`src/rtl/bhu_pkg.sv`:
```
package bhu_pkg;
    localparam int REG_W_DEF = 5;
    localparam int RUN_W     = 2;
    localparam int NSRC      = 2;

    typedef enum logic [1:0] {
        FWD_RF  = 2'b00,
        FWD_MEM = 2'b01,
        FWD_WB  = 2'b10
    } fwd_sel_e;

    typedef struct packed {
        logic [RUN_W-1:0] run;
    } bhu_state_t;
endpackage

```
`src/rtl/bhu_src_match.sv`:
```
module bhu_src_match
    import bhu_pkg::*;
#(
    parameter int REG_W = REG_W_DEF
) (
    input  logic [REG_W-1:0] src,
    input  logic [REG_W-1:0] ex_rd,
    input  logic             ex_wr,
    input  logic [REG_W-1:0] mem_rd,
    input  logic             mem_wr,
    input  logic             mem_load,
    input  logic [REG_W-1:0] wb_rd,
    input  logic             wb_wr,
    output logic             hold,
    output logic [1:0]       sel
);
    logic live, hit_ex, hit_mem, hit_wb;

    always_comb begin
        live    = (src != '0);
        hit_ex  = live && ex_wr  && (ex_rd  == src);
        hit_mem = live && mem_wr && (mem_rd == src);
        hit_wb  = live && wb_wr  && (wb_rd  == src);
        // value not yet available: producer in EX, or a load still in MEM
        hold    = hit_ex || (hit_mem && mem_load);
        // youngest producer first
        if (hit_mem)     sel = FWD_MEM;
        else if (hit_wb) sel = FWD_WB;
        else             sel = FWD_RF;
    end
endmodule

```
`src/rtl/id_branch_hazard.sv`:
```
module id_branch_hazard
    import bhu_pkg::*;
#(
    parameter int REG_W = REG_W_DEF
) (
    input  logic             clk,
    input  logic             rst_n,
    input  logic             id_branch,
    input  logic [REG_W-1:0] id_rs,
    input  logic [REG_W-1:0] id_rt,
    input  logic             id_equal,
    input  logic [REG_W-1:0] ex_rd,
    input  logic             ex_wr,
    input  logic [REG_W-1:0] mem_rd,
    input  logic             mem_wr,
    input  logic             mem_load,
    input  logic [REG_W-1:0] wb_rd,
    input  logic             wb_wr,
    output logic             stall,
    output logic             flush,
    output logic [1:0]       fwd_a,
    output logic [1:0]       fwd_b
);
    localparam logic [RUN_W-1:0] RUN_MAX = '1;

    logic [REG_W-1:0] src_w  [NSRC];
    logic             hold_w [NSRC];
    logic [1:0]       sel_w  [NSRC];

    assign src_w[0] = id_rs;
    assign src_w[1] = id_rt;

    for (genvar g = 0; g < NSRC; g++) begin : g_src
        bhu_src_match #(.REG_W(REG_W)) u_match (
            .src      (src_w[g]),
            .ex_rd    (ex_rd),
            .ex_wr    (ex_wr),
            .mem_rd   (mem_rd),
            .mem_wr   (mem_wr),
            .mem_load (mem_load),
            .wb_rd    (wb_rd),
            .wb_wr    (wb_wr),
            .hold     (hold_w[g]),
            .sel      (sel_w[g])
        );
    end

    bhu_state_t st_d, st_q;
    logic       go;

    always_comb begin
        stall = id_branch && (hold_w[0] || hold_w[1]);
        go    = id_branch && !stall;
        flush = go && id_equal;
        fwd_a = go ? sel_w[0] : FWD_RF;
        fwd_b = go ? sel_w[1] : FWD_RF;
        st_d  = st_q;
        if (!stall)               st_d.run = '0;
        else if (st_q.run != RUN_MAX) st_d.run = st_q.run + 1'b1;
    end

    always_ff @(posedge clk or negedge rst_n) begin
        if (!rst_n) st_q <= '0;
        else        st_q <= st_d;
    end

    // idle decode: nothing requested
    p_idle_quiet_r1: assert property (@(posedge clk) disable iff (!rst_n)
        !id_branch |-> (!stall && !flush && fwd_a == 2'b00 && fwd_b == 2'b00));

    // register 0 on both sources never waits
    p_zero_src_r7: assert property (@(posedge clk) disable iff (!rst_n)
        (id_rs == '0 && id_rt == '0) |-> !stall);

    // stalling branch neither flushes nor forwards
    p_stall_excl_r8: assert property (@(posedge clk) disable iff (!rst_n)
        stall |-> (!flush && fwd_a == 2'b00 && fwd_b == 2'b00));

    // select encoding stays legal
    p_sel_legal_r6: assert property (@(posedge clk) disable iff (!rst_n)
        (fwd_a != 2'b11 && fwd_b != 2'b11));

    // two waits at most, then the branch resolves
    p_stall_max_r9: assert property (@(posedge clk) disable iff (!rst_n)
        (st_q.run >= 2) |-> !stall);
endmodule

```
`config.mk`:
```
export PLATFORM = sky130hd
export DESIGN_NAME = id_branch_hazard
export DESIGN_NICKNAME = d
export VERILOG_FILES = /design/src/rtl/bhu_pkg.sv /design/src/rtl/bhu_src_match.sv /design/src/rtl/id_branch_hazard.sv
export SDC_FILE = /design/constraint.sdc
export NUM_CORES = 1
export LEC_CHECK = 0
export ABC_CLOCK_PERIOD_IN_PS = 2200
export BUFFER_PORTS_ARGS = -buffer_cell sky130_fd_sc_hd__buf_2
export CORE_AREA = 2 2 39 41
export DETAILED_ROUTE_END_ITERATION = 8
export DIE_AREA = 0 0 41 43
export PLACE_DENSITY = 0.73
export SYNTH_ARGS = -nofsm -noshare
export SYNTH_HDL_FRONTEND = slang
export SYNTH_SLANG_ARGS = --single-unit
```
`constraint.sdc`:
```
create_clock -name vclk -period 2.2
set_input_delay 0.33 -clock vclk [all_inputs]
set_output_delay 0.33 -clock vclk [all_outputs]
set_load 0.05 [all_outputs]
```
==> results of run 1 <==
[layout by cell type, fill, tap and decap left out, drive strengths merged]
cell,n
buf,61
o311ai,1
nor4b,2
nand2,2
or4,4
xor2,17
and4,1
nor4,3
xnor2,13
nor3b,3
nor2,2
nor3,1
o21a,2
nand4,4
o31ai,1
[per-stage QoR]
step           total power, uW  worst slack (ns)  area [um2]
2_1_floorplan             71.2            -0.327         523
3_3_place_gp               155            -0.367         893
3_5_place_dp               159            -0.415         893
4_1_cts                    175            -0.187        1010
5_1_grt                    198            -0.237        1050
6_report                   184            -0.195        1050
[per-layer routing]
metal | track usage, % | wire, um | vias up
li1 | - | - | 330
met2 | 41.9 | 1050 | 28
met3 | 0.524 | 113 | 0
met5 | 0 | 0 | -
met4 | 0 | 0 | 0
met1 | 21.2 | 595 | 292
[report_power, final]
part | switching [uW] | total (uW) | leakage (uW) | internal [uW]
sequential | 0 | 0 | 0 | 0
clock | 0 | 0 | 0 | 0
combinational | 83.5 | 184 | 0.000467 | 101
total | 83.5 | 184 | 0.000467 | 101
[area by class of cell]
class	count	area, um2	area share, %
multi-input combinational	56	574	54.5
timing repair buffer	61	459	43.6
tap	16	20.0	1.90
[cells by family (layout without fill, tap and decap cells)]
family	after synthesis	after routing
xor gates and xnor gates	30	30
and+or+nand+nor	22	22
AOI/OAI and AO/OA	4	4
buffers and inverters	0	61
[repair_timing]
item                                   in CTS  in global routing
buffers inserted                            1                  2
resized for setup                          29                  9
setup endpoints to repair                   6                  6
cloned                                      0                  0
hold buffers                                0                  0
endpoints found under the hold margin       0                  0
pin swaps                                   9                  6
[worst max path at each step]
| stage | start | to | cells after the start |
|---|---|---|---|
| after floorplan | id_rs[0] | fwd_a[1] | 4 |
| after global placement | id_rs[0] | fwd_a[1] | 6 |
| after detailed placement | id_rs[0] | fwd_a[1] | 6 |
| after CTS | id_rs[0] | fwd_a[1] | 7 |
| after global routing | wb_rd[2] | fwd_a[1] | 6 |
| final | wb_rd[2] | fwd_a[1] | 6 |
==> impl_results.md, run 1 <==
- Hold Path Sink: fwd_b[0]
- Via Count: 650
- Hold Startpoint: mem_load
- Routed vias/inst: 4.89
- Layout cells sized above 1: roughly two thirds
- Most instantiated cells after synthesis: xor2_1, xnor2_1, nand4_1
- Compound-cell area share of the yosys netlist: a little under 7%
- PortBufs: 37
- Critical path fanouts, max: 2
- Finish-stage setup viols: 5
- Reg area: 0 um2
- Worst hold path type: primary input to output port
- Critical-path top delay cell: or4_1
- Fmax achieved: 418 MHz
- Tcrit/Tclk final: 109%
- CLK BUF: 0
- Final cell count without fillers: approximately 130
- CP Launch Type: primary input
- Synth Area in XOR/XNOR: between 50 and 60%
- GPL Wtd Cong: 0.816
- Critical Path Max Stage Delay: approximately 0.52 ns
- Syn Nets: around 90
- Cells after DPL: between 100 and 150
- Synthesized area: 454 um2
- Drt initial violations: 3
- Cell taking the most area after synthesis: xor2_1
- Fin crit period: ~2.4 ns
- ANT nets after route: 0
- Worst VDD drop: 113 uV
- Leakage power: between 0.0004 and 0.0005 uW
- Total track usage: 20.2%
- Vias in the first global route: roughly 660
- Die width: between 40 and 50 um
- Max Cap Viol: 0
- Adder-Cell Fraction of Synth Area: 0%
- Io pins: 39
- Relative slew slack: between 70% and 80%
- WP data required: 1.87 ns
- WL/cell: ~13 um
- Final hold vios: 0
- Max-slew violations: 0
- # DRC: 0
- FILL cells: between 100 and 150
- Arr. time, crit path: 2.06 ns
- Critical path cell sequence: buf_4, xor2_1, or4_1, or4_4, nor4b_4, buf_6
- Post-Syn Area per Cell: 8.11 um2
- RSZ-0062 raised after global routing: true
- Mux contribution to synthesized area: 0%
- Status: complete, but fails checks
- Final worst slack: -0.195 ns
- NumNets Final: approximately 150
- Setup TNS: -0.599 ns
- Fin Hold WS: a little over 1 ns
- Top delay family on crit path: simple AND/OR/NAND/NOR gates
- Slew @ Worst Pin: 0.427 ns
- Global route overflow: 0
- Yosys warns: 0
- Core area: 1380 um2
- Largest family of logic cells by synthesized area: XOR/XNOR gates
- Final core occ: between 70% and 80%
- First-pass GRT wire length: between 2000 and 3000 um
- First-pass DRT Iterations: 4
- Largest net degree at the start of global routing: 5
- Top cells by area, synth: xor2_1, xnor2_1, nand4_1
- Initial antenna violation count: 0
- Failing checks: negative setup slack
- Initial Util: around a third
- Seq_cells: 0
- Crit Path Class: primary input to output port
- Worst path bufs/invs: 2
- PwrDens: approximately 170 nW/um2
- Simple-gate portion of the synthesized area: 35.3%
- Die area: about 1800 um2
- Hold Path Depth: 3
- Die height: about 43 um
- Synth-to-Final Area Change: 132%
- Count leader, synth: xor2_1
- Synth unique cells: 17
- Endpoint type of the worst setup path: output port
- Mapped Cells: between 50 and 60
- Core Rows: 14
- Share of the synthesized area in the top cell type: about a third
- Total routed wirelength: roughly 1800 um
- Sequential area share after synthesis: 0%
- Ant diodes: 0
No activity file was read; power rests on OpenSTA's default activity.
==> run 2, diff against run 1 <==
--- a/config.mk
+++ b/config.mk
@@ -13,2 +13,3 @@
 export PLACE_DENSITY = 0.73
+export RECOVER_POWER = 100
 export SYNTH_ARGS = -nofsm -noshare
==> constraint.sdc (replaced) <==
create_clock -name vclk -period 2.2
set_input_delay 0.33 -clock vclk [all_inputs]
set_output_delay 0.33 -clock vclk [all_outputs]
set_load 0.005 [all_outputs]
==> run 2 against run 1 <==
- count of clock-buffer cells in the layout is the same
- final area is 18% lower
- critical path depth increased by 2
- critical path type unchanged
- combinational power decreased by 21%
- first-iteration DRC count grew 67%
- worst hold slack worse by 0.096 ns
- via count decreased by 5.4%
- core utilization shrank 14 points
- the run still ends with negative setup slack left
- global-route usage down 2.5 points
- sequential share of layout area did not move
- die area unchanged
- power shrank 21%
- critical endpoint unchanged
==> impl_results.md, run 2 (synthesis results as in run 1) <==
- Status: complete, but fails checks
- Failing checks: negative setup slack
- Synth-to-Final Area Change: 89.3%
- Drt initial violations: 5
- Arr. time, crit path: 2.06 ns
- # DRC: 0
- First-pass GRT wire length: approximately 2300 um
- CP Launch Type: primary input
- RSZ-0062 raised after global routing: true
- Slew @ Worst Pin: between 0.3 and 0.4 ns
- Reg area: 0 um2
- Cells after DPL: between 100 and 150
- PwrDens: 169 nW/um2
- Hold Startpoint: mem_load
- Largest net degree at the start of global routing: 6
- First-pass DRT Iterations: 4
- Finish-stage setup viols: 1
- Met3 routed WL: 157 um
- Critical Path Max Stage Delay: approximately 0.52 ns
- Post-DP HPWL: ~1300 um
- Die height: around 43 um
- Vias in the first global route: 585
- Crit Path Class: primary input to output port
- Tcrit/Tclk final: 109%
- Ant diodes: 0
- Reg power frac: 0%
- CLK BUF: 0
- Fin crit period: 2.39 ns
- Die width: slightly above 40 um
- Cell internal pwr: just under 80 uW
- PortBufs: 37
- Top sig layer: met3
- Final worst slack: -0.189 ns
- Core area: 1380 um2
- Area of the multi-input gates: 524 um2
- Initial Util: between 30% and 40%
- WL/cell: around 13 um
- Fin Hold WS: 0.913 ns
- Layout cells sized above 1: 57.4%
- Relative slew slack: between 70% and 80%
- Routed vias/inst: between 4 and 5
- Total routed wirelength: 1550 um
- Tot Pwr: 145 uW
- Post-CTS Setup Repair Bufs: 0
- WP data required: ~1.9 ns
- Top delay family on crit path: simple AND/OR/NAND/NOR gates
- GPL Wtd Cong: approximately 0.80
- Logic pwr share: 100.0%
- Io pins: 39
- Most common cell after layout, fill and taps aside: buf_2
- Max-slew violations: 0
- Die area: about 1800 um2
- Fmax achieved: ~420 MHz
- Setup TNS: -0.189 ns
- Via Count: between 600 and 700
- Seq_cells: 0
- Clock share of power: 0%
- ANT nets after route: 0
- Met2 wire length: about 820 um
- Max Cap Viol: 0
- Hold Path Depth: 3
- NumNets Final: around 140
- Worst hold path type: primary input to output port
- Leakage power: 0.000382 uW
- Hold Path Sink: fwd_b[0]
- FILL cells: around 130
- Final core occ: ~62%
- Critical path cell sequence: buf_2, or4_4, nor2_4, buf_4, or4_1, or4_1, nor4b_2, buf_2
- Final cell count without fillers: between 100 and 150
- Commonest non-fill, non-tap cells in the layout: buf_2, xor2_1, buf_4
- Final hold vios: 0
- Critical path fanouts, max: 4
- Global route overflow: 0
- Endpoint type of the worst setup path: output port
- Fraction of power spent switching nets: a little under half
- Core Rows: 14
- Initial antenna violation count: 0
- Switch Pwr: 66.5 uW
- Critical-path top delay cell: or4_1
- M1 wire length: around 580 um
- Total track usage: between 15 and 20%
- Worst VDD drop: a little under 70 uV
- Worst path bufs/invs: 3
[run 2: cell types whose count changed in the layout (fill, tap and decap cells not counted), sizes merged]
cell	previous run	this run
buf	61	50
clkbuf	0	2
[run 2: area by class of cell]
| type | instances | share of cell area (%) |
|---|---|---|
| Multi-Input combinational cell | 56 | 61.0 |
| Tap cell | 16 | 2.33 |
| Timing Repair Buffer | 52 | 36.7 |
[run 2: worst max-delay path by stage]
stage,start,to,cells after the start,slack (ns)
after global placement,id_rs[0],fwd_a[1],7,-0.19
after floorplan,id_rs[0],fwd_a[1],5,0.06
after detailed placement,id_rs[0],fwd_a[1],7,-0.20
final,id_rs[2],fwd_a[1],8,-0.19
after CTS,id_rs[0],fwd_a[1],7,-0.20
after global routing,id_rs[2],fwd_a[1],8,-0.25
[run 2: through the flow]
step           area [um2]  setup WS [ns]
2_1_floorplan         454         0.0626
3_5_place_dp          772         -0.199
4_1_cts               800         -0.197
3_3_place_gp          772         -0.187
5_1_grt               860         -0.246
6_report              860         -0.189
[run 2: power by group through the flow]
stage | Combinational [uW] | Sequential, uW | Clock [uW]
floorplan | 54.0 | 0 | 0
global placement | 126 | 0 | 0
detailed placement | 128 | 0 | 0
CTS | 132 | 0 | 0
global route | 159 | 0 | 0
finish | 145 | 0 | 0
[run 2: routing by layer]
metal / vias to the layer above / GRT usage, %
met5: - / 0
met1: 274 / 21.5
met4: 0 / 0
met3: 0 / 0.524
li1: 314 / -
met2: 27 / 33.8
[run 2: worst min-delay path, cell delays in order]
cell,delay (ns)
buf_2,0.11
nor3b_1,0.05
clkbuf_1,0.10
[run 2: repair_timing]
item                                    CTS  global route
hold buffers                              0             0
resized for setup                         4            10
pin swaps                                 0            11
endpoints found under the setup margin    4             5
